--- config.mk ---
export PLATFORM = sky130hd
export DESIGN_NAME = irq_status_agg
export DESIGN_NICKNAME = d
export VERILOG_FILES = /design/src/rtl/irq_status_pkg.sv /design/src/rtl/isr_read_arm.sv /design/src/rtl/isr_capture.sv /design/src/rtl/isr_flag_map.sv /design/src/rtl/irq_status_agg.sv
export SDC_FILE = /design/constraint.sdc
export NUM_CORES = 1
export LEC_CHECK = 0
export CAP_MARGIN = 20
export CORE_MARGIN = 2
export CORE_UTILIZATION = 30
export CTS_CLUSTER_SIZE = 30
export DETAILED_ROUTE_END_ITERATION = 8
export PLACE_DENSITY = 0.81
export SLEW_MARGIN = 20
export SYNTH_ARGS = -nofsm -noshare
export SYNTH_HDL_FRONTEND = slang
export SYNTH_SLANG_ARGS = --single-unit
--- constraint.sdc ---
create_clock -name clk -period 1.55 [get_ports clk]
set_input_delay 0.2325 -clock clk [delete_from_list [all_inputs] [get_ports clk]]
set_output_delay 0.2325 -clock clk [all_outputs]
set_load 0.1 [all_outputs]
--- src/rtl/irq_status_pkg.sv ---
package irq_status_pkg;
  localparam int SRC_W  = 14;
  localparam int FLAG_W = 7;

  // status bit positions
  localparam int B_RST   = 0;
  localparam int B_FRAME = 1;
  localparam int B_PAR   = 2;
  localparam int B_SW    = 3;
  localparam int B_SUPA  = 4;
  localparam int B_SUPB  = 5;
  localparam int B_TW    = 6;
  localparam int B_TSD   = 7;
  localparam int B_OTH_LO = 8;
  localparam int B_OTH_HI = 13;

  // flag positions
  localparam int F_SUP  = 4;
  localparam int F_TEMP = 5;
  localparam int F_OTH  = 6;

  localparam logic [SRC_W-1:0] STAT_RST_VAL = SRC_W'(1) << B_RST;
endpackage

--- src/rtl/isr_read_arm.sv ---
module isr_read_arm (
  input  logic clk,
  input  logic rst,
  input  logic rd_i,
  input  logic cs_rise_i,
  output logic clr_o
);
  logic armed_q;

  assign clr_o = cs_rise_i & (armed_q | rd_i);

  always_ff @(posedge clk) begin
    if (rst)            armed_q <= 1'b0;
    else if (cs_rise_i) armed_q <= 1'b0;
    else if (rd_i)      armed_q <= 1'b1;
  end

  // a chip-select rise always consumes the pending read
  a_r10_arm_consumed: assert property (@(posedge clk) disable iff (rst)
    cs_rise_i |=> !armed_q);

  // a read without a rise keeps the request pending
  a_r8_arm_held: assert property (@(posedge clk) disable iff (rst)
    (rd_i && !cs_rise_i) |=> armed_q);
endmodule

--- src/rtl/isr_capture.sv ---
module isr_capture
  import irq_status_pkg::*;
#(
  parameter int W = SRC_W,
  parameter logic [W-1:0] RST_VAL = STAT_RST_VAL
) (
  input  logic         clk,
  input  logic         rst,
  input  logic [W-1:0] set_i,
  input  logic         clr_i,
  output logic [W-1:0] stat_o,
  output logic         irq_n_o
);
  logic [W-1:0] stat_q;
  logic [W-1:0] stat_d;
  logic         irq_n_q;

  always_comb begin
    if (clr_i) stat_d = set_i;
    else       stat_d = stat_q | set_i;
  end

  always_ff @(posedge clk) begin
    if (rst) begin
      stat_q  <= RST_VAL;
      irq_n_q <= ~|RST_VAL;
    end else begin
      stat_q  <= stat_d;
      irq_n_q <= ~|stat_d;
    end
  end

  assign stat_o  = stat_q;
  assign irq_n_o = irq_n_q;

  // every pulsed source is set next cycle, even across a clear
  a_r9_event_kept: assert property (@(posedge clk) disable iff (rst)
    (set_i != '0) |=> ((stat_q & $past(set_i)) == $past(set_i)));

  // a clear leaves only the bits pulsed in that cycle
  a_r6_clear_all: assert property (@(posedge clk) disable iff (rst)
    clr_i |=> ((stat_q & ~$past(set_i)) == '0));

  // with no clear and no event the word holds
  a_r7_hold: assert property (@(posedge clk) disable iff (rst)
    (!clr_i && set_i == '0) |=> $stable(stat_q));
endmodule

--- src/rtl/isr_flag_map.sv ---
module isr_flag_map
  import irq_status_pkg::*;
(
  input  logic [SRC_W-1:0]  stat_i,
  output logic [FLAG_W-1:0] flags_o
);
  logic oth;

  always_comb begin
    oth = 1'b0;
    for (int i = B_OTH_LO; i <= B_OTH_HI; i++) oth = oth | stat_i[i];
  end

  genvar g;
  generate
    for (g = 0; g < F_SUP; g++) begin : g_direct
      assign flags_o[g] = stat_i[g];
    end
  endgenerate

  assign flags_o[F_SUP]  = stat_i[B_SUPA] | stat_i[B_SUPB];
  assign flags_o[F_TEMP] = stat_i[B_TW]   | stat_i[B_TSD];
  assign flags_o[F_OTH]  = oth;
endmodule

--- src/rtl/irq_status_agg.sv ---
module irq_status_agg
  import irq_status_pkg::*;
(
  input  logic              clk,
  input  logic              rst,
  input  logic [SRC_W-1:0]  ev_pulse_i,
  input  logic [1:0]        temp_clear_i,
  input  logic              stat_read_i,
  input  logic              cs_rise_i,
  output logic [SRC_W-1:0]  stat_o,
  output logic [FLAG_W-1:0] flags_o,
  output logic              irq_n_o
);
  logic [SRC_W-1:0] set_vec;
  logic             clr;

  // temperature end events share the onset bits
  always_comb begin
    set_vec         = ev_pulse_i;
    set_vec[B_TW]   = ev_pulse_i[B_TW]  | temp_clear_i[0];
    set_vec[B_TSD]  = ev_pulse_i[B_TSD] | temp_clear_i[1];
  end

  isr_read_arm u_arm (
    .clk       (clk),
    .rst       (rst),
    .rd_i      (stat_read_i),
    .cs_rise_i (cs_rise_i),
    .clr_o     (clr)
  );

  isr_capture #(.W(SRC_W), .RST_VAL(STAT_RST_VAL)) u_cap (
    .clk     (clk),
    .rst     (rst),
    .set_i   (set_vec),
    .clr_i   (clr),
    .stat_o  (stat_o),
    .irq_n_o (irq_n_o)
  );

  isr_flag_map u_map (
    .stat_i  (stat_o),
    .flags_o (flags_o)
  );

  // interrupt low exactly when some summary flag is up
  a_r5_irq_matches: assert property (@(posedge clk) disable iff (rst)
    (!irq_n_o) == (flags_o != '0));

  // a set status bit always shows in some flag
  a_r4_flag_cover: assert property (@(posedge clk) disable iff (rst)
    (stat_o != '0) |-> (flags_o != '0));
endmodule

==> flow_summary.html, run 1 <==
<table>
<tr><th>Metric</th><th>Value</th></tr>
<tr><th colspan="2">Critical path</th></tr>
<tr><td>Sequence of cells on the critical path</td><td>nor4_4, nand2_1, buf_12</td></tr>
<tr><td>Crit Reg-Reg Startpoint</td><td>u_cap.stat_o[2]$_SDFF_PP0_</td></tr>
<tr><td>Worst setup path category</td><td>reg -&gt; out</td></tr>
<tr><td>Largest fanout on the critical path</td><td>3</td></tr>
<tr><td>Data required time at the worst endpoint</td><td>1.32 ns</td></tr>
<tr><td>Max stage delay on crit path</td><td>0.36 ns</td></tr>
<tr><td>Arrival time at the worst endpoint</td><td>1.24 ns</td></tr>
<tr><td>Critical path endpoint category</td><td>primary output</td></tr>
<tr><td>Critical path launch point</td><td>u_cap.stat_o[13]$_SDFF_PP0_</td></tr>
<tr><td>Startpoint kind of the worst setup timing path</td><td>register</td></tr>
<tr><td>Worst-path cell with the longest stage delay</td><td>sky130_fd_sc_hd__dfxtp_2</td></tr>
<tr><th colspan="2">STA</th></tr>
<tr><td>Number of hold violations in the final report</td><td>0</td></tr>
<tr><td>Final clock skew</td><td>0.002096 ns</td></tr>
<tr><td>Setup repair after global routing missed its margin</td><td>false</td></tr>
<tr><td>Post-route clock period utilization</td><td>0.9523</td></tr>
<tr><td>Post-layout minimum cycle time</td><td>1.476 ns</td></tr>
<tr><td>Slew of the pin with the lowest slew margin</td><td>0.3231 ns</td></tr>
<tr><td>Final hold slack</td><td>0.5066 ns</td></tr>
<tr><td>Post-Route Setup TNS</td><td>0 ns</td></tr>
<tr><td>Max Clk Rate</td><td>677.5 MHz</td></tr>
<tr><td>Final count of pins violating max slew</td><td>0</td></tr>
<tr><td>Headroom to the max-slew limit</td><td>0.7826</td></tr>
<tr><td>Final setup vio count</td><td>0</td></tr>
<tr><th colspan="2">Power and ir drop</th></tr>
<tr><td>Power Internal</td><td>743.3 µW</td></tr>
<tr><td>Share of total power in combinational logic</td><td>0.443</td></tr>
<tr><td>PwrDens</td><td>966.9 nW/µm²</td></tr>
<tr><td>Maximum ir drop on the vdd rail</td><td>484.1 µV</td></tr>
<tr><td>Sw frac</td><td>0.4040</td></tr>
<tr><td>Clock network power share</td><td>0.166</td></tr>
<tr><td>Leakage power figure</td><td>0.0005158 µW</td></tr>
<tr><td>P_sw</td><td>503.9 µW</td></tr>
<tr><td>Sequential fraction of design power</td><td>0.391</td></tr>
<tr><th colspan="2">Job</th></tr>
<tr><td>Number of maximum-capacitance violations</td><td>0</td></tr>
<tr><th colspan="2">Clocking</th></tr>
<tr><td>Number of buffers on the longest clock path</td><td>2</td></tr>
<tr><td>Post-CTS clock slew at the launch and capture registers of the worst setup and hold paths</td><td>0.08 ns</td></tr>
<tr><td>Post-cts hold buffer count</td><td>0</td></tr>
<tr><td>CTS HTree Levels</td><td>1</td></tr>
<tr><td>Clock latency at the later pin of the worst-skew pair</td><td>0.28 ns</td></tr>
<tr><td>Postcts setup bufs</td><td>0</td></tr>
<tr><td>CTS tree</td><td>done</td></tr>
<tr><td>Number of sinks handled by clock tree synthesis</td><td>16</td></tr>
<tr><td>Number of buffers inserted during clock tree synthesis</td><td>3</td></tr>
<tr><td>Number of gates resized after CTS</td><td>0</td></tr>
<tr><td>Root buffer cell</td><td>sky130_fd_sc_hd__clkbuf_4</td></tr>
<tr><th colspan="2">Die</th></tr>
<tr><td>Die Ht</td><td>49.44 µm</td></tr>
<tr><td>Die X</td><td>49.44 µm</td></tr>
<tr><td>Top Ports</td><td>42</td></tr>
<tr><td>Placeable core region</td><td>1962 µm²</td></tr>
<tr><td>Full die area</td><td>2444 µm²</td></tr>
<tr><td>Starting Density</td><td>0.3157</td></tr>
<tr><td>Number of placement rows</td><td>16</td></tr>
<tr><th colspan="2">Synth</th></tr>
<tr><td>Seq/Total Area, Yosys</td><td>0.5172</td></tr>
<tr><td>Synth area leaders</td><td>sky130_fd_sc_hd__dfxtp_1, sky130_fd_sc_hd__a21oi_1, sky130_fd_sc_hd__nor2_1</td></tr>
<tr><td>Synthesized area per cell</td><td>8.723 µm²</td></tr>
<tr><td>Number of synthesized flops with an enable pin</td><td>0</td></tr>
<tr><td>Number of storage elements in the synthesis netlist</td><td>16</td></tr>
<tr><td>Post-synthesis cell type count</td><td>14</td></tr>
<tr><td>YS warnings</td><td>0</td></tr>
<tr><td>Netlist area before placement</td><td>619.3 µm²</td></tr>
<tr><td>Portion of synthesized cell area occupied by the leading cell type</td><td>0.5172</td></tr>
<tr><td>Post-synthesis net count</td><td>91</td></tr>
<tr><td>Share of synthesized registers carrying an async set or reset</td><td>0</td></tr>
<tr><td>Synth top cells by count</td><td>sky130_fd_sc_hd__dfxtp_1, sky130_fd_sc_hd__nor2_1, sky130_fd_sc_hd__a21oi_1</td></tr>
<tr><td>Synth area leader</td><td>sky130_fd_sc_hd__dfxtp_1</td></tr>
<tr><td>Syn Inst Count</td><td>71</td></tr>
<tr><td>Leading register cell type out of synthesis</td><td>sky130_fd_sc_hd__dfxtp_1</td></tr>
<tr><th colspan="2">Detailed routing</th></tr>
<tr><td>WL per Instance</td><td>13.82 µm</td></tr>
<tr><td>Number of remaining DRC errors</td><td>0</td></tr>
<tr><td>Vias per cell</td><td>4.891</td></tr>
<tr><td>Antenna-violating nets left</td><td>0</td></tr>
<tr><td>DRC marker count from the first detailed-route iteration</td><td>5</td></tr>
<tr><td>Post-Route WL</td><td>1.894 mm</td></tr>
<tr><td>Routed via count</td><td>670</td></tr>
<tr><td>Initial DRT Pass Iterations</td><td>3</td></tr>
<tr><th colspan="2">Global route</th></tr>
<tr><td>Vias in the first global route</td><td>690</td></tr>
<tr><td>Pin count of the biggest net entering global routing</td><td>16</td></tr>
<tr><td>Global-route usage over all layers</td><td>0.1794</td></tr>
<tr><td>First-pass GRT wire length</td><td>3.277 mm</td></tr>
<tr><td>Antenna violations before repair</td><td>0</td></tr>
<tr><td>GR Overflow Total</td><td>0</td></tr>
<tr><th colspan="2">Place</th></tr>
<tr><td>Number of port buffers</td><td>41</td></tr>
<tr><td>HPWL reported at the end of detailed placement</td><td>1.597 mm</td></tr>
<tr><td>Dpl cell area</td><td>1267 µm²</td></tr>
<tr><td>Cell count after placement</td><td>134</td></tr>
<tr><td>Routability Congestion</td><td>0.8027</td></tr>
<tr><th colspan="2">Final layout</th></tr>
<tr><td>Cell Count, Final, Fillers Out</td><td>137</td></tr>
<tr><td>Number of antenna cells inserted</td><td>0</td></tr>
<tr><td>Cell area after layout</td><td>1290 µm²</td></tr>
<tr><td>Layout Utilization</td><td>0.6575</td></tr>
<tr><td>Synthesis-to-layout area growth</td><td>108.3%</td></tr>
<tr><td>Count of filler cells inserted in the layout</td><td>163</td></tr>
<tr><td>Fraction of final layout cells with drive strength greater than 1</td><td>0.4182</td></tr>
<tr><td>Final layout net count</td><td>132</td></tr>
<tr><th colspan="2">Min path</th></tr>
<tr><td>Launch instance of the worst min-delay path</td><td>u_cap.stat_o[7]$_SDFF_PP0_</td></tr>
<tr><td>Hold crit path type</td><td>reg -&gt; reg</td></tr>
<tr><th colspan="2">Run status</th></tr>
<tr><td>Outcome</td><td>finished, final reports clean</td></tr>
</table>
[routing by layer]
metal  part of all wire  up-vias  track usage
met1               0.41      314       0.1973
met4              0.018        0       0.1111
met5                  0        -            0
met2               0.51       30       0.2995
li1                   -      322            -
met3              0.065        4      0.05521
[cell usage in the layout, fill, tap and decap left out, drive strengths merged, types with 2 or more instances in the layout]
cell type	count
nor4	5
nand3	2
nand2	5
a21oi	13
or2	2
nor3	2
nor2	16
clkdlybuf4s50	19
dfxtp	16
clkbuf	3
buf	24
[worst max-delay path: cells and delay by family, from the launching register on]
family	cells	cell delay (ns)
AND/OR/NAND/NOR	2	0.42
buffers and inverters	1	0.18
flip-flops	1	0.36
[kinds of logic after synthesis]
group	Yosys count	share of synthesized area
buffers and inverters	7	0.07878
AO/OA/AOI/OAI	15	0.1394
AND/OR/NAND/NOR	33	0.2647
flip-flops	16	0.5172
[per-stage QoR]
| stage | setup slack [ns] | total power [µW] |
|---|---|---|
| 2_1_floorplan | 0.1225 | 814.5 |
| 3_3_place_gp | 0.1460 | 1042 |
| 5_1_grt | 0.003058 | 1292 |
| 6_report | 0.07396 | 1247 |
| 4_1_cts | 0.06695 | 1255 |
| 3_5_place_dp | 0.09333 | 1052 |
[path summary, 6_finish.rpt]
path / slack (ns) / cells after the start / to
max: 0.07 / 3 / flags_o[6]
min: 0.51 / 2 / u_cap.stat_o[7]$_SDFF_PP0_
max reg2reg: 0.37 / 3 / u_cap.irq_n_o$_SDFF_PP0_
min reg2reg: 0.51 / 2 / u_cap.stat_o[7]$_SDFF_PP0_
[area by class of cell]
type | instances | area, µm² | share of cell area
repair buffers | 43 | 645.6 | 0.5005
flip-flops and latches | 16 | 337.8 | 0.2619
multi-input cells | 48 | 250.2 | 0.1940
well taps | 27 | 33.78 | 0.02619
clock buffers | 3 | 22.52 | 0.01746
[power groups by stage]
stage,registers [µW],clock network [µW],logic [µW]
6_report,488,207,552
5_1_grt,492,231,569
4_1_cts,489,212,554
3_5_place_dp,498,0,553
3_3_place_gp,496,0,546
2_1_floorplan,656,0,158
[flip-flops by register name (all words and copies together) (netlist names)]
name and flops:
u_cap.stat_o 14, u_arm.armed_q 1, u_cap.irq_n_o 1
(Power assumes the default switching activity.)
==> run 2: changes to the inputs <==
--- a/config.mk
+++ b/config.mk
@@ -7,10 +7,10 @@
 export LEC_CHECK = 0
 export CAP_MARGIN = 20
 export CORE_MARGIN = 2
-export CORE_UTILIZATION = 30
+export CORE_UTILIZATION = 25
 export CTS_CLUSTER_SIZE = 30
 export DETAILED_ROUTE_END_ITERATION = 8
-export PLACE_DENSITY = 0.81
+export PLACE_DENSITY = 0.71
 export SLEW_MARGIN = 20
 export SYNTH_ARGS = -nofsm -noshare
 export SYNTH_HDL_FRONTEND = slang
==> constraint.sdc (replaced) <==
create_clock -name clk -period 1.39 [get_ports clk]
set_input_delay 0.2085 -clock clk [delete_from_list [all_inputs] [get_ports clk]]
set_output_delay 0.2085 -clock clk [all_outputs]
set_load 0.1 [all_outputs]
==> run 2 against run 1 <==
Against the previous run: the run now ends with setup timing left; worst setup slack got worse by 0.13 ns; flip-flop and latch count unchanged; utilization is 9.9 points lower; hold slack got worse by 0.0028 ns; clock power increased by 43%; sequential power rose by 11%; global-route usage shrank 3.3 points; routed wire length decreased by 3.0%; critical path type unchanged; largest power group unchanged.
==> flow_summary.html, run 2 (same netlist as run 1, synthesis figures left out) <==
<table>
<tr><th>Metric</th><th>Value</th></tr>
<tr><th colspan="2">Clocking</th></tr>
<tr><td>CTS tree</td><td>done</td></tr>
<tr><td>Post-CTS clock slew at the launch and capture registers of the worst setup and hold paths</td><td>0.09 ns (about the same)</td></tr>
<tr><td>Number of sinks handled by clock tree synthesis</td><td>16 (unchanged)</td></tr>
<tr><td>Clock latency at the later pin of the worst-skew pair</td><td>0.28 ns (about the same)</td></tr>
<tr><td>Root buffer cell</td><td>sky130_fd_sc_hd__clkbuf_4</td></tr>
<tr><td>CTS HTree Levels</td><td>1 (unchanged)</td></tr>
<tr><td>Number of buffers inserted during clock tree synthesis</td><td>3 (unchanged)</td></tr>
<tr><td>Number of buffers on the longest clock path</td><td>2 (unchanged)</td></tr>
<tr><th colspan="2">Detailed routing</th></tr>
<tr><td>Post-Route WL</td><td>1.838 mm (-3.0%)</td></tr>
<tr><td>DRC marker count from the first detailed-route iteration</td><td>9 (+4)</td></tr>
<tr><td>Vias per cell</td><td>4.573 (-6.5%)</td></tr>
<tr><td>Number of remaining DRC errors</td><td>0 (unchanged)</td></tr>
<tr><td>Antenna-violating nets left</td><td>0 (unchanged)</td></tr>
<tr><td>WL per Instance</td><td>12.85 µm (-7.0%)</td></tr>
<tr><td>Initial DRT Pass Iterations</td><td>4 (+1)</td></tr>
<tr><td>Routed via count</td><td>654 (-2.4%)</td></tr>
<tr><th colspan="2">Power and ir drop</th></tr>
<tr><td>Maximum ir drop on the vdd rail</td><td>727.4 µV (+50%)</td></tr>
<tr><td>Leakage power figure</td><td>0.0005404 µW (+4.8%)</td></tr>
<tr><td>PwrDens</td><td>1091 nW/µm² (+13%)</td></tr>
<tr><th colspan="2">Job</th></tr>
<tr><td>Number of maximum-capacitance violations</td><td>0 (unchanged)</td></tr>
<tr><th colspan="2">Final layout</th></tr>
<tr><td>Highest-count cells in the layout ignoring fill and taps</td><td>sky130_fd_sc_hd__buf_12, sky130_fd_sc_hd__clkdlybuf4s50_1, sky130_fd_sc_hd__nor2_1, sky130_fd_sc_hd__a21oi_1, sky130_fd_sc_hd__dfxtp_2</td></tr>
<tr><td>Final layout net count</td><td>134 (+1.5%)</td></tr>
<tr><td>Count of filler cells inserted in the layout</td><td>202 (+24%)</td></tr>
<tr><td>Most common cell after layout, fill and taps aside</td><td>sky130_fd_sc_hd__buf_12</td></tr>
<tr><td>Cell Count, Final, Fillers Out</td><td>143 (+4.4%)</td></tr>
<tr><td>Area of the multi-input gates</td><td>255.2 µm² (+2.0%)</td></tr>
<tr><td>Synthesis-to-layout area growth</td><td>117.2%</td></tr>
<tr><td>Flip-flop count of the largest register, all copies and words added</td><td>14 (unchanged)</td></tr>
<tr><td>Area of all sequential standard cells</td><td>342.8 µm² (+1.5%)</td></tr>
<tr><td>Number of antenna cells inserted</td><td>0 (unchanged)</td></tr>
<tr><td>Fraction of final layout cells with drive strength greater than 1</td><td>0.4425 (+0.02430)</td></tr>
<tr><td>Cell area after layout</td><td>1345 µm² (+4.3%)</td></tr>
<tr><th colspan="2">Critical path</th></tr>
<tr><td>Critical path endpoint category</td><td>primary output</td></tr>
<tr><td>Largest fanout on the critical path</td><td>2 (-1)</td></tr>
<tr><td>Crit Reg-Reg Startpoint</td><td>u_cap.stat_o[2]$_SDFF_PP0_</td></tr>
<tr><td>Data required time at the worst endpoint</td><td>1.18 ns (-0.14 ns)</td></tr>
<tr><td>Startpoint kind of the worst setup timing path</td><td>register</td></tr>
<tr><td>Depth of the worst register-to-register path</td><td>3 (unchanged)</td></tr>
<tr><td>Flop-to-flop setup slack</td><td>0.25 ns (-0.12 ns)</td></tr>
<tr><td>Arrival time at the worst endpoint</td><td>1.24 ns (about the same)</td></tr>
<tr><td>Worst setup path category</td><td>reg -&gt; out</td></tr>
<tr><td>Reg2reg end</td><td>u_cap.irq_n_o$_SDFF_PP0_</td></tr>
<tr><th colspan="2">Die</th></tr>
<tr><td>Placeable core region</td><td>2410 µm² (+23%)</td></tr>
<tr><td>Number of placement rows</td><td>18 (+2)</td></tr>
<tr><td>Die X</td><td>53.78 µm (+8.8%)</td></tr>
<tr><td>Full die area</td><td>2892 µm² (+18%)</td></tr>
<tr><td>Die Ht</td><td>53.78 µm (+8.8%)</td></tr>
<tr><td>Starting Density</td><td>0.2570 (-0.05868)</td></tr>
<tr><td>Top Ports</td><td>42 (unchanged)</td></tr>
<tr><th colspan="2">STA</th></tr>
<tr><td>Final clock skew</td><td>0.002056 ns (-0.00003953 ns)</td></tr>
<tr><td>Post-Route Setup TNS</td><td>-0.05909 ns (-0.05909 ns)</td></tr>
<tr><td>Slew of the pin with the lowest slew margin</td><td>0.3477 ns (+0.02458 ns)</td></tr>
<tr><td>Final count of pins violating max slew</td><td>0 (unchanged)</td></tr>
<tr><td>Final setup margin</td><td>-0.05909 ns (-0.1331 ns)</td></tr>
<tr><td>Setup repair after global routing missed its margin</td><td>true</td></tr>
<tr><td>Max Clk Rate</td><td>690.1 MHz</td></tr>
<tr><td>Post-layout minimum cycle time</td><td>1.449 ns</td></tr>
<tr><td>Final setup vio count</td><td>1 (+1)</td></tr>
<tr><td>Headroom to the max-slew limit</td><td>0.7661 (-0.01654)</td></tr>
<tr><td>Post-route clock period utilization</td><td>1.043</td></tr>
<tr><td>Number of hold violations in the final report</td><td>0 (unchanged)</td></tr>
<tr><th colspan="2">Global route</th></tr>
<tr><td>First-pass GRT wire length</td><td>3.029 mm (-7.6%)</td></tr>
<tr><td>Antenna violations before repair</td><td>0 (unchanged)</td></tr>
<tr><td>Pin count of the biggest net entering global routing</td><td>16 (unchanged)</td></tr>
<tr><td>Global-route usage over all layers</td><td>0.1468 (-0.03258)</td></tr>
<tr><td>Vias in the first global route</td><td>706 (+2.3%)</td></tr>
<tr><td>GR Overflow Total</td><td>0 (unchanged)</td></tr>
<tr><th colspan="2">Run status</th></tr>
<tr><td>Failing checks</td><td>setup timing</td></tr>
<tr><td>Outcome</td><td>complete, but fails checks</td></tr>
<tr><th colspan="2">Place</th></tr>
<tr><td>Dpl cell area</td><td>1286 µm² (+1.5%)</td></tr>
<tr><td>Cell count after placement</td><td>137 (+2.2%)</td></tr>
<tr><td>Number of port buffers</td><td>41 (unchanged)</td></tr>
<tr><td>Routability Congestion</td><td>0.6904 (-14%)</td></tr>
<tr><td>HPWL reported at the end of detailed placement</td><td>1.456 mm (-8.8%)</td></tr>
<tr><th colspan="2">Min path</th></tr>
<tr><td>Launch instance of the worst min-delay path</td><td>u_cap.stat_o[0]$_SDFF_PP1_</td></tr>
<tr><td>WHS Endpoint</td><td>u_cap.stat_o[0]$_SDFF_PP1_</td></tr>
<tr><td>Hold crit path type</td><td>reg -&gt; reg</td></tr>
<tr><td>Hold depth</td><td>2 (unchanged)</td></tr>
</table>
==> run 2: cell count changes in the layout (fill, tap and decap cells not counted), sizes merged <==
cell and change:
buf +2, clkbuf +1
==> run 2: metal layers <==
metal  track usage  vias to the layer above  wire length, µm
met5             0                        -                0
met4       0.08547                        0                0
met3       0.04444                        0              152
met2        0.2500                       27              962
met1        0.1596                      301              723
li1              -                      326                -
==> run 2: timing repair <==
| item | in CTS | in global routing |
|---|---|---|
| resized for setup | 2 | 1 |
| setup buffers | 1 | 1 |
| setup endpoints to repair | 1 | 1 |
| pin swaps | 2 | 2 |
| hold buffers | 0 | 0 |
==> run 2: stage by stage <==
step | util | power, µW | worst slack (ns) | hold slack, ns
after floorplan | - | 910.2 | -0.01346 | 0.2702
after global placement | 0.5337 | 1171 | 0.03362 | 0.4860
after detailed placement | 0.5337 | 1178 | -0.06421 | 0.4921
after CTS | 0.5540 | 1473 | -0.08649 | 0.5062
after global routing | 0.5582 | 1521 | -0.09840 | 0.5367
final | 0.5582 | 1468 | -0.05909 | 0.5038
==> run 2: critical path: stages (launching register included) <==
cell and delay (ns):
sky130_fd_sc_hd__dfxtp_4 0.36, sky130_fd_sc_hd__nor4_4 0.31, sky130_fd_sc_hd__nand2_2 0.11, sky130_fd_sc_hd__buf_12 0.18
==> run 2: layout make-up <==
type                       count  share of cell area
timing repair buffer          45              0.5005
clock buffer                   4             0.02698
multi-input combinational     48              0.1898
sequential                    16              0.2549
tap                           30             0.02791
==> run 2: where the power goes <==
| part | internal, µW | leakage (µW) | total [µW] | switching, µW |
|---|---|---|---|---|
| clock network | 159 | 0.0000210 | 297 | 138 |
| registers | 492 | 0.000136 | 540 | 47.4 |
| logic | 246 | 0.000383 | 632 | 385 |
| total | 897 | 0.000540 | 1470 | 570 |
==> run 2: how the worst max path moves through the flow <==
stage,startpoint,endpoint,slack (ns),cells after the start
4_1_cts,u_cap.stat_o[8]$_SDFF_PP0_,flags_o[6],-0.09,3
5_1_grt,u_cap.stat_o[13]$_SDFF_PP0_,flags_o[6],-0.1,3
6_report,u_cap.stat_o[13]$_SDFF_PP0_,flags_o[6],-0.06,3
3_5_place_dp,ev_pulse_i[13],u_cap.irq_n_o$_SDFF_PP0_,-0.06,4
2_1_floorplan,u_cap.stat_o[4]$_SDFF_PP0_,flags_o[4],-0.01,1
3_3_place_gp,ev_pulse_i[13],u_cap.irq_n_o$_SDFF_PP0_,0.03,4
